[src/rtl/cbc_pkg.sv]
package cbc_pkg;

    localparam int RAM_BANK_W = 4;
    localparam int RTC_IDX_W  = 3;

    typedef enum logic [1:0] {
        MODE_ROM5      = 2'd0,
        MODE_RTC       = 2'd1,
        MODE_RAM16     = 2'd2,
        MODE_RAM16_ALT = 2'd3
    } cbc_mode_e;

    typedef struct packed {
        logic gate_wr;
        logic rom_wr;
        logic win_wr;
        logic snap_wr;
    } cbc_strobe_t;

    typedef enum logic {
        LATCH_OPEN = 1'b0,
        LATCH_HELD = 1'b1
    } cbc_latch_e;

endpackage

[src/rtl/cbc_decode.sv]
module cbc_decode
    import cbc_pkg::*;
(
    input  logic        wr_en,
    input  logic [2:0]  cpu_addr_hi,
    input  cbc_mode_e   mode,
    output cbc_strobe_t strobe
);
    logic win_ok;
    logic snap_ok;

    always_comb begin
        unique case (mode)
            MODE_ROM5:      begin win_ok = 1'b0; snap_ok = 1'b0; end
            MODE_RTC:       begin win_ok = 1'b1; snap_ok = 1'b1; end
            MODE_RAM16,
            MODE_RAM16_ALT: begin win_ok = 1'b1; snap_ok = 1'b0; end
        endcase
    end

    always_comb begin
        strobe = '0;
        if (wr_en) begin
            unique case (cpu_addr_hi)
                3'd0:    strobe.gate_wr = 1'b1;
                3'd1:    strobe.rom_wr  = 1'b1;
                3'd2:    strobe.win_wr  = win_ok;
                3'd3:    strobe.snap_wr = snap_ok;
                default: strobe = '0;
            endcase
        end
    end
endmodule

[src/rtl/cbc_bank_regs.sv]
module cbc_bank_regs
    import cbc_pkg::*;
#(
    parameter int ROM_BANK_W     = 7,
    parameter int ROM_BANKS_LOG2 = 6
) (
    input  logic                  clk,
    input  logic                  rst_n,
    input  cbc_strobe_t           strobe,
    input  cbc_mode_e             mode,
    input  logic [7:0]            wr_data,
    output logic [ROM_BANK_W-1:0] rom_bank,
    output logic [RAM_BANK_W-1:0] ram_bank,
    output logic                  ram_en,
    output logic                  rtc_sel,
    output logic [RTC_IDX_W-1:0]  rtc_idx
);
    localparam int                  ROM_COUNT = 1 << ROM_BANKS_LOG2;
    localparam logic [ROM_BANK_W-1:0] ROM_MASK  = ROM_BANK_W'(ROM_COUNT - 1);
    localparam logic [ROM_BANK_W-1:0] LOW5_MASK = ROM_BANK_W'(31);

    logic [ROM_BANK_W-1:0] rom_req;
    logic [4:0]            low5;
    logic [6:0]            wide7;

    always_comb begin
        low5  = (wr_data[4:0] == 5'd0) ? 5'd1 : wr_data[4:0];
        wide7 = wr_data[6:0];
        unique case (mode)
            MODE_ROM5:      rom_req = (rom_bank & ~LOW5_MASK) | ROM_BANK_W'(low5);
            MODE_RTC:       rom_req = ROM_BANK_W'((wide7 == 7'd0) ? 7'd1 : wide7);
            MODE_RAM16,
            MODE_RAM16_ALT: rom_req = ROM_BANK_W'(wide7);
        endcase
    end

    always_ff @(posedge clk or negedge rst_n) begin
        if (!rst_n) begin
            rom_bank <= ROM_BANK_W'(1);
            ram_bank <= '0;
            ram_en   <= 1'b0;
            rtc_sel  <= 1'b0;
            rtc_idx  <= '0;
        end else begin
            if (strobe.gate_wr) begin
                if (wr_data == 8'h0A)      ram_en <= 1'b1;
                else if (wr_data == 8'h00) ram_en <= 1'b0;
            end
            if (strobe.rom_wr)
                rom_bank <= rom_req & ROM_MASK;
            if (strobe.win_wr) begin
                if (mode == MODE_RTC) begin
                    if (wr_data < 8'd4) begin
                        ram_bank <= RAM_BANK_W'(wr_data[1:0]);
                        rtc_sel  <= 1'b0;
                    end else if (wr_data >= 8'd8 && wr_data <= 8'h0C) begin
                        rtc_idx  <= RTC_IDX_W'(wr_data[2:0]);
                        rtc_sel  <= 1'b1;
                    end
                end else if (wr_data < 8'h10) begin
                    ram_bank <= RAM_BANK_W'(wr_data[3:0]);
                end
            end
        end
    end
endmodule

[src/rtl/cbc_latch_fsm.sv]
module cbc_latch_fsm
    import cbc_pkg::*;
(
    input  logic       clk,
    input  logic       rst_n,
    input  logic       snap_wr,
    input  logic [7:0] wr_data,
    output logic       latch_pulse
);
    cbc_latch_e state_q;
    cbc_latch_e state_d;
    logic       fire;

    always_comb begin
        state_d = state_q;
        fire    = 1'b0;
        unique case (state_q)
            LATCH_OPEN: if (snap_wr && wr_data == 8'h01) begin
                state_d = LATCH_HELD;
                fire    = 1'b1;
            end
            LATCH_HELD: if (snap_wr && wr_data == 8'h00)
                state_d = LATCH_OPEN;
        endcase
    end

    always_ff @(posedge clk or negedge rst_n) begin
        if (!rst_n) state_q <= LATCH_OPEN;
        else        state_q <= state_d;
    end

    always_ff @(posedge clk or negedge rst_n) begin
        if (!rst_n) latch_pulse <= 1'b0;
        else        latch_pulse <= fire;
    end
endmodule

[src/rtl/cart_bank_ctrl.sv]
module cart_bank_ctrl
    import cbc_pkg::*;
#(
    parameter int ROM_BANK_W     = 7,
    parameter int ROM_BANKS_LOG2 = 6
) (
    input  logic                  clk,
    input  logic                  rst_n,
    input  logic                  wr_en,
    input  logic [2:0]            cpu_addr_hi,
    input  logic [7:0]            wr_data,
    input  logic [1:0]            mode,
    output logic [ROM_BANK_W-1:0] rom_bank,
    output logic [3:0]            ram_bank,
    output logic                  ram_en,
    output logic                  rtc_sel,
    output logic [2:0]            rtc_idx,
    output logic                  latch_pulse
);
    cbc_mode_e   mode_e;
    cbc_strobe_t strobe;

    assign mode_e = cbc_mode_e'(mode);

    cbc_decode u_decode (
        .wr_en       (wr_en),
        .cpu_addr_hi (cpu_addr_hi),
        .mode        (mode_e),
        .strobe      (strobe)
    );

    cbc_bank_regs #(
        .ROM_BANK_W     (ROM_BANK_W),
        .ROM_BANKS_LOG2 (ROM_BANKS_LOG2)
    ) u_regs (
        .clk      (clk),
        .rst_n    (rst_n),
        .strobe   (strobe),
        .mode     (mode_e),
        .wr_data  (wr_data),
        .rom_bank (rom_bank),
        .ram_bank (ram_bank),
        .ram_en   (ram_en),
        .rtc_sel  (rtc_sel),
        .rtc_idx  (rtc_idx)
    );

    cbc_latch_fsm u_latch (
        .clk         (clk),
        .rst_n       (rst_n),
        .snap_wr     (strobe.snap_wr),
        .wr_data     (wr_data),
        .latch_pulse (latch_pulse)
    );
endmodule

[config.mk]
export PLATFORM = sky130hd
export DESIGN_NAME = cart_bank_ctrl
export DESIGN_NICKNAME = d
export VERILOG_FILES = /design/src/rtl/cbc_pkg.sv /design/src/rtl/cbc_decode.sv /design/src/rtl/cbc_bank_regs.sv /design/src/rtl/cbc_latch_fsm.sv /design/src/rtl/cart_bank_ctrl.sv
export SDC_FILE = /design/constraint.sdc
export NUM_CORES = 1
export LEC_CHECK = 0
export BUFFER_PORTS_ARGS = -buffer_cell sky130_fd_sc_hd__buf_2
export CORE_UTILIZATION = 50
export DETAILED_ROUTE_END_ITERATION = 8
export PLACE_DENSITY_LB_ADDON = 0.05
export SYNTH_ARGS = -nofsm -noshare
export SYNTH_HDL_FRONTEND = slang
export SYNTH_SLANG_ARGS = --single-unit
[constraint.sdc]
create_clock -name clk -period 1.6 [get_ports clk]
set_clock_uncertainty 0.05 [all_clocks]
set_input_delay 0.32 -clock clk [delete_from_list [all_inputs] [get_ports clk]]
set_output_delay 0.32 -clock clk [all_outputs]
set_load 0.01 [all_outputs]
---- After elaboration in Yosys (flattened, before gate mapping) ----
Index checks and enable logic that the tools add are counted.
W data, S select, Z words.
cells by class
  order comparisons ....................... 4
  bitwise operators ....................... 3
  reductions and logical operators ........ 18
  equal/unequal tests ..................... 9
  muxes and demuxes ....................... 21
operators by type and width
  kind                  count
  $pmux W6 S3           1
  $mux W4               4
  $mux W1               11
  $eq A8 B1 Y1 const B  1
  $eq A8 B4 Y1 const B  1
  $ge A8 B4 Y1 const B  1
  $le A8 B4 Y1 const B  1
  $logic_not A8 Y1      1
  $lt A8 B3 Y1 const B  1
  $lt A8 B5 Y1 const B  1
  $logic_not A7 Y1      1
  $eq A3 B2 Y1 const B  2
  $mux W6               1
  $or A6 B5 Y6          1
  $pmux W1 S2           3
  $reduce_and A3 Y1     2
  $reduce_bool A2 Y1    3
  $reduce_or A3 Y1      2
  $logic_not A5 Y1      1
  $mux W5               1
  $eq A2 B2 Y1 const B  2
  $reduce_and A4 Y1     1
  $eq A3 B1 Y1 const B  1
  $logic_and A1 B1 Y1   3
  other kinds (7)       8
storage, ports and cells
  logic and storage cells ................. 62
  output and inout port bits .............. 17
  register bits after elaboration ......... 17
  input bits .............................. 16

---- Depth between registers and ports, before layout ----
  word-level depth ........................ 8
  gate-level depth with buffers ........... 4
  mapped depth without buffers ............ 3

---- Hierarchy ----
From an unflattened synthesis, not the netlist that was laid out.
second synthesis, totals
  cells, all modules ...................... 81
  area total of the unflattened synthesis .. 863.3 um2
modules (own cells, without submodules)
  module         area an instance (um2)  cells each  times used
  cbc_bank_regs  718.2                   66          1
  cbc_latch_fsm  103.8                   7           1
  cbc_decode     41.3                    8           1

---- Worst setup path before layout ----
Ideal clock, no wire load.
  kind .................................... input -> register
  from .................................... in wr_data[4]
  to ...................................... reg u_regs.ram_bank[0]
  path buffers ............................ 0
  required time ........................... 1.425 ns
  setup slack ............................. 0.325 ns
  stages .................................. 3
  arrival time ............................ 1.100 ns
  cell sequence ........................... nor4b_2 > o211ai_1 > mux2_2
on the way
  word-level cells in the longest chain between the ends .. 3
  elaborated cells on any way between the ends .. 5
RTL lines
  item                                                                        RTL line                                  source
  from (decl)                                                                 cart_bank_ctrl.sv:11                      input logic [7:0] wr_data,
  $lt A8 B3 Y1 / $lt A8 B5 Y1 (equally long branches)                         cbc_bank_regs.sv:53, cbc_bank_regs.sv:60
  $ne A2 B1 Y1 (no source line) / $reduce_bool A2 Y1 (equally long branches)  n/a
  $reduce_and A3 Y1 (no source line) (*)                                      n/a
  to (signal assigned)                                                        cbc_bank_regs.sv:54                       ram_bank <= RAM_BANK_W'(wr_data[1:0]);
  to (signal assigned)                                                        cbc_bank_regs.sv:61                       ram_bank <= RAM_BANK_W'(wr_data[3:0]);
  to (decl)                                                                   cbc_bank_regs.sv:13                       output logic [RAM_BANK_W-1:0] ram_bank,
Every way passes the cells marked *; elsewhere a longest branch is shown, timed or not.
A chain may end at the register's enable or synchronous reset.

---- Worst setup path in the final report ----
  from .................................... reg u_regs.rom_bank[0]
  to ...................................... out rom_bank[0]
RTL lines
  item                    RTL line              source
  from (decl)             cbc_bank_regs.sv:12   output logic [ROM_BANK_W-1:0] rom_bank,
  from (signal assigned)  cbc_bank_regs.sv:50   rom_bank <= rom_req & ROM_MASK;
  to (decl)               cart_bank_ctrl.sv:13  output logic [ROM_BANK_W-1:0] rom_bank,
No word-level cell between the ends.

==> summary.md <==
| Metric | Value |
|---|---|
| Status | `complete, but fails checks` |
| Failing checks | `DRC` |
| CP max stage delay | `540 ps` |
| #FFs+latches synth | `17` |
| CP endpoint kind | `primary output` |
| Setup TNS | `0 ps` |
| Post-route DRC violation count | `8` |
| Fraction of the mapped netlist area in simple logic gates | `21.8%` |
| Maximum vdd drop | `523 uV` |
| Syn-to-layout area delta | `24.6%` |
| Crit-path cells | `buf_2` |
| Worst EP required | `1230 ps` |
| # nets final | `121` |
| PortBufs | `31` |
| Gpl congestion | `0.781` |
| Avg WL per Cell | `14.9 um` |
| Worst-path clk slew | `90 ps` |
| Std cell rows | `14` |
| Critical path buffers and inverters | `1` |
| Total power | `0.907 mW` |
| Logic pwr share | `20.7%` |
| Arrival time of the worst setup path | `940 ps` |
| Max FO, Critical Path | `2` |
| Synth Area per Inst | `12.7 um2` |
| Largest family of logic cells by synthesized area | `simple AND/OR/NAND/NOR gates` |
| Via Count | `699` |
| Hold WC Path Type | `input port to flop` |
| Vias per cell | `5.83` |
| CP startpoint kind | `flop` |
| Sw power | `0.246 mW` |
| Syn_nets | `84` |
| Die Area | `1890 um2` |
| Die W | `43.5 um` |
| CTS sink count | `17` |
| Final hold vios | `0` |
| Fin cells | `120` |
| Initial Util | `55.2%` |
| Initial DRC Count | `15` |
| Slowest CP cell | `dfstp_2` |
| Drt total wl | `1.79 mm` |
| Post-synthesis mux area share | `14.4%` |
| Ys Warns | `0` |
| Htree depth | `1` |
| Largest net degree at the start of global routing | `18` |
| CTS root buffer | `clkbuf_4` |
| Clk network pwr share | `24.9%` |
| Global route overflow | `0` |
| Switching part of the total | `27.1%` |
| Hpwl dp | `1.35 mm` |
| CTS tree | `done` |
| Post-CTS setup buffer count | `0` |
| Fin worst setup slack | `286 ps` |
| Compound-Gate Fraction of Synth Area | `10.3%` |
| Initial antenna violation count | `0` |
| Max cap viols | `0` |
| First-pass GRT wire length | `2.99 mm` |
| Cell Int Power | `0.661 mW` |
| Worst slack at placement | `73.7 ps` |
| Layout cells sized above 1 | `53.8%` |
| Max-slew violation count | `0` |
| Gate Count Post-Synth | `68` |
| Power density over the cells | `846 nW/um2` |
| Seq/Total Area, Yosys | `49.6%` |
| Area share of xor/xnor cells in the synthesized design | `0%` |
| Setup violators final | `0` |
| Min Tclk post-route | `1310 ps` |
| RSZ-0062 raised after global routing | `false` |
| Adder-cell share of the synthesized area | `0%` |
| Syn Std Cell Area | `861 um2` |
| DR pass1 iterations | `6` |
| WS Path Type | `flop to primary output` |
| Clk Latency, worst-skew pair | `290 ps` |
| Clock Path Buffers | `2` |
| Reg power frac | `54.4%` |
| Pleak | `0.535 nW` |
| GR Util All Layers | `21.9%` |
| Post-synthesis cell type count | `25` |
| Top cell family by delay on the critical path | `flip-flops` |
| Final Cycle Share | `82.1%` |
| Total CTS buffers | `3` |
| Core Region | `1560 um2` |
| Placed insts | `115` |
| Fillers | `137` |
| Vias in the first global route | `705` |
| IO Count | `33` |
| ANT cells | `0` |
| Remaining antenna violation count | `0` |
| Fmax | `761 MHz` |
| Die height | `43.5 um` |
-- repair_timing --
action,in CTS,in global routing
hold buffers,1,0
endpoints found under the hold margin,16,0
resized for setup,0,0
-- through the flow --
| step | hold slack (ps) | util [%] | cell area (um2) |
|---|---|---|---|
| final | 284 | 68.8 | 1070 |
| after floorplan | -25.6 | - | 861 |
| after global routing | 309 | 68.8 | 1070 |
| after CTS | 283 | 68.8 | 1070 |
| after global placement | 205 | 66.5 | 1040 |
| after detailed placement | 215 | 66.5 | 1040 |
-- cell usage in the layout, fill, tap and decap left out, drive strengths merged, types with 2 or more instances in the layout --
| cell type | netlist | routed |
|---|---|---|
| o32a | 2 | 2 |
| nor2 | 2 | 2 |
| dfrtp | 16 | 16 |
| and4bb | 2 | 2 |
| buf | 2 | 33 |
| a41oi | 2 | 2 |
| nand4 | 3 | 3 |
| and3 | 2 | 2 |
| a21oi | 3 | 3 |
| clkbuf | 0 | 4 |
| mux2 | 11 | 11 |
| o21ai | 4 | 4 |
| nor3b | 3 | 3 |
| inv | 4 | 4 |
| nor4b | 4 | 4 |
-- sequential cells by signal, indices dropped and copies added, names as in the netlist, named ones only --
| signal | cells |
|---|---|
| u_regs.rtc_sel | 1 |
| u_regs.ram_en | 1 |
| u_regs.rtc_idx | 3 |
| u_latch.latch_pulse | 1 |
| u_regs.ram_bank | 4 |
| u_latch.state_q | 1 |
| u_regs.rom_bank | 5 |
-- power by group through the flow --
stage	logic (mW)	registers, mW	clock network (mW)
4_1_cts	0.190	0.494	0.235
3_5_place_dp	0.187	0.503	0
2_1_floorplan	0.0639	0.524	0
5_1_grt	0.206	0.500	0.246
6_report	0.187	0.493	0.226
3_3_place_gp	0.184	0.500	0
-- synthesized netlist by cell type (all sizes together) --
cell | count | area, um2
o211ai | 1 | 7.51
nor2 | 2 | 7.51
nor3 | 1 | 5.00
inv | 4 | 15.0
nor2b | 1 | 6.26
nand2 | 1 | 3.75
and3 | 2 | 15.0
and4bb | 2 | 25.0
dfstp | 1 | 26.3
a41oi | 2 | 17.5
mux2 | 11 | 124
o21ai | 4 | 20.0
a21oi | 3 | 15.0
nor4b | 4 | 71.3
nor3b | 3 | 22.5
conb | 1 | 3.75
nand4 | 3 | 25.0
o32a | 2 | 20.0
nor4 | 1 | 6.26
a2bb2oi | 1 | 8.76
dfrtp | 16 | 400
buf | 2 | 15.0
-- worst reg2reg max path: stages (launching register included) --
cell,delay [ps]
dfrtp_1,350
inv_1,50
a41oi_1,160
a2bb2oi_1,160
-- metal layers --
layer	part of all wire, %	vias up	global-route usage [%]
met5	0	-	0
met4	1.6	0	9.38
met3	6.3	4	4.58
met2	48	28	36.7
met1	44	334	27.7
li1	-	333	-
-- cells by family after synthesis --
family | Yosys count
AO/OA/AOI/OAI | 13
buffers and inverters | 6
flip-flops | 17
multiplexers | 11
other | 1
AND/OR/NAND/NOR | 20
-- layout make-up --
class / count / area (um2) / area share [%]
Multi-Input combinational cell: 45 / 404 / 37.7
Tap cell: 16 / 20.0 / 1.87
Clock buffer: 4 / 26.3 / 2.45
Sequential cell: 17 / 427 / 39.8
Timing Repair Buffer: 34 / 180 / 16.8
Inverter: 4 / 15.0 / 1.40
-- final timing paths --
kind,from,end,slack [ps],depth (start not counted)
hold / removal,wr_data[3],u_regs.ram_en,280,3
hold reg to reg,u_latch.state_q,u_latch.latch_pulse,380,1
min in group asynchronous,rst_n,u_regs.ram_en,420,2
max in group asynchronous,rst_n,u_regs.rom_bank[0],770,2
setup / recovery,u_regs.rom_bank[0],rom_bank[0],290,1
setup reg to reg,u_regs.ram_en,u_regs.ram_en,760,3
Power figures use the tool's default switching activity.
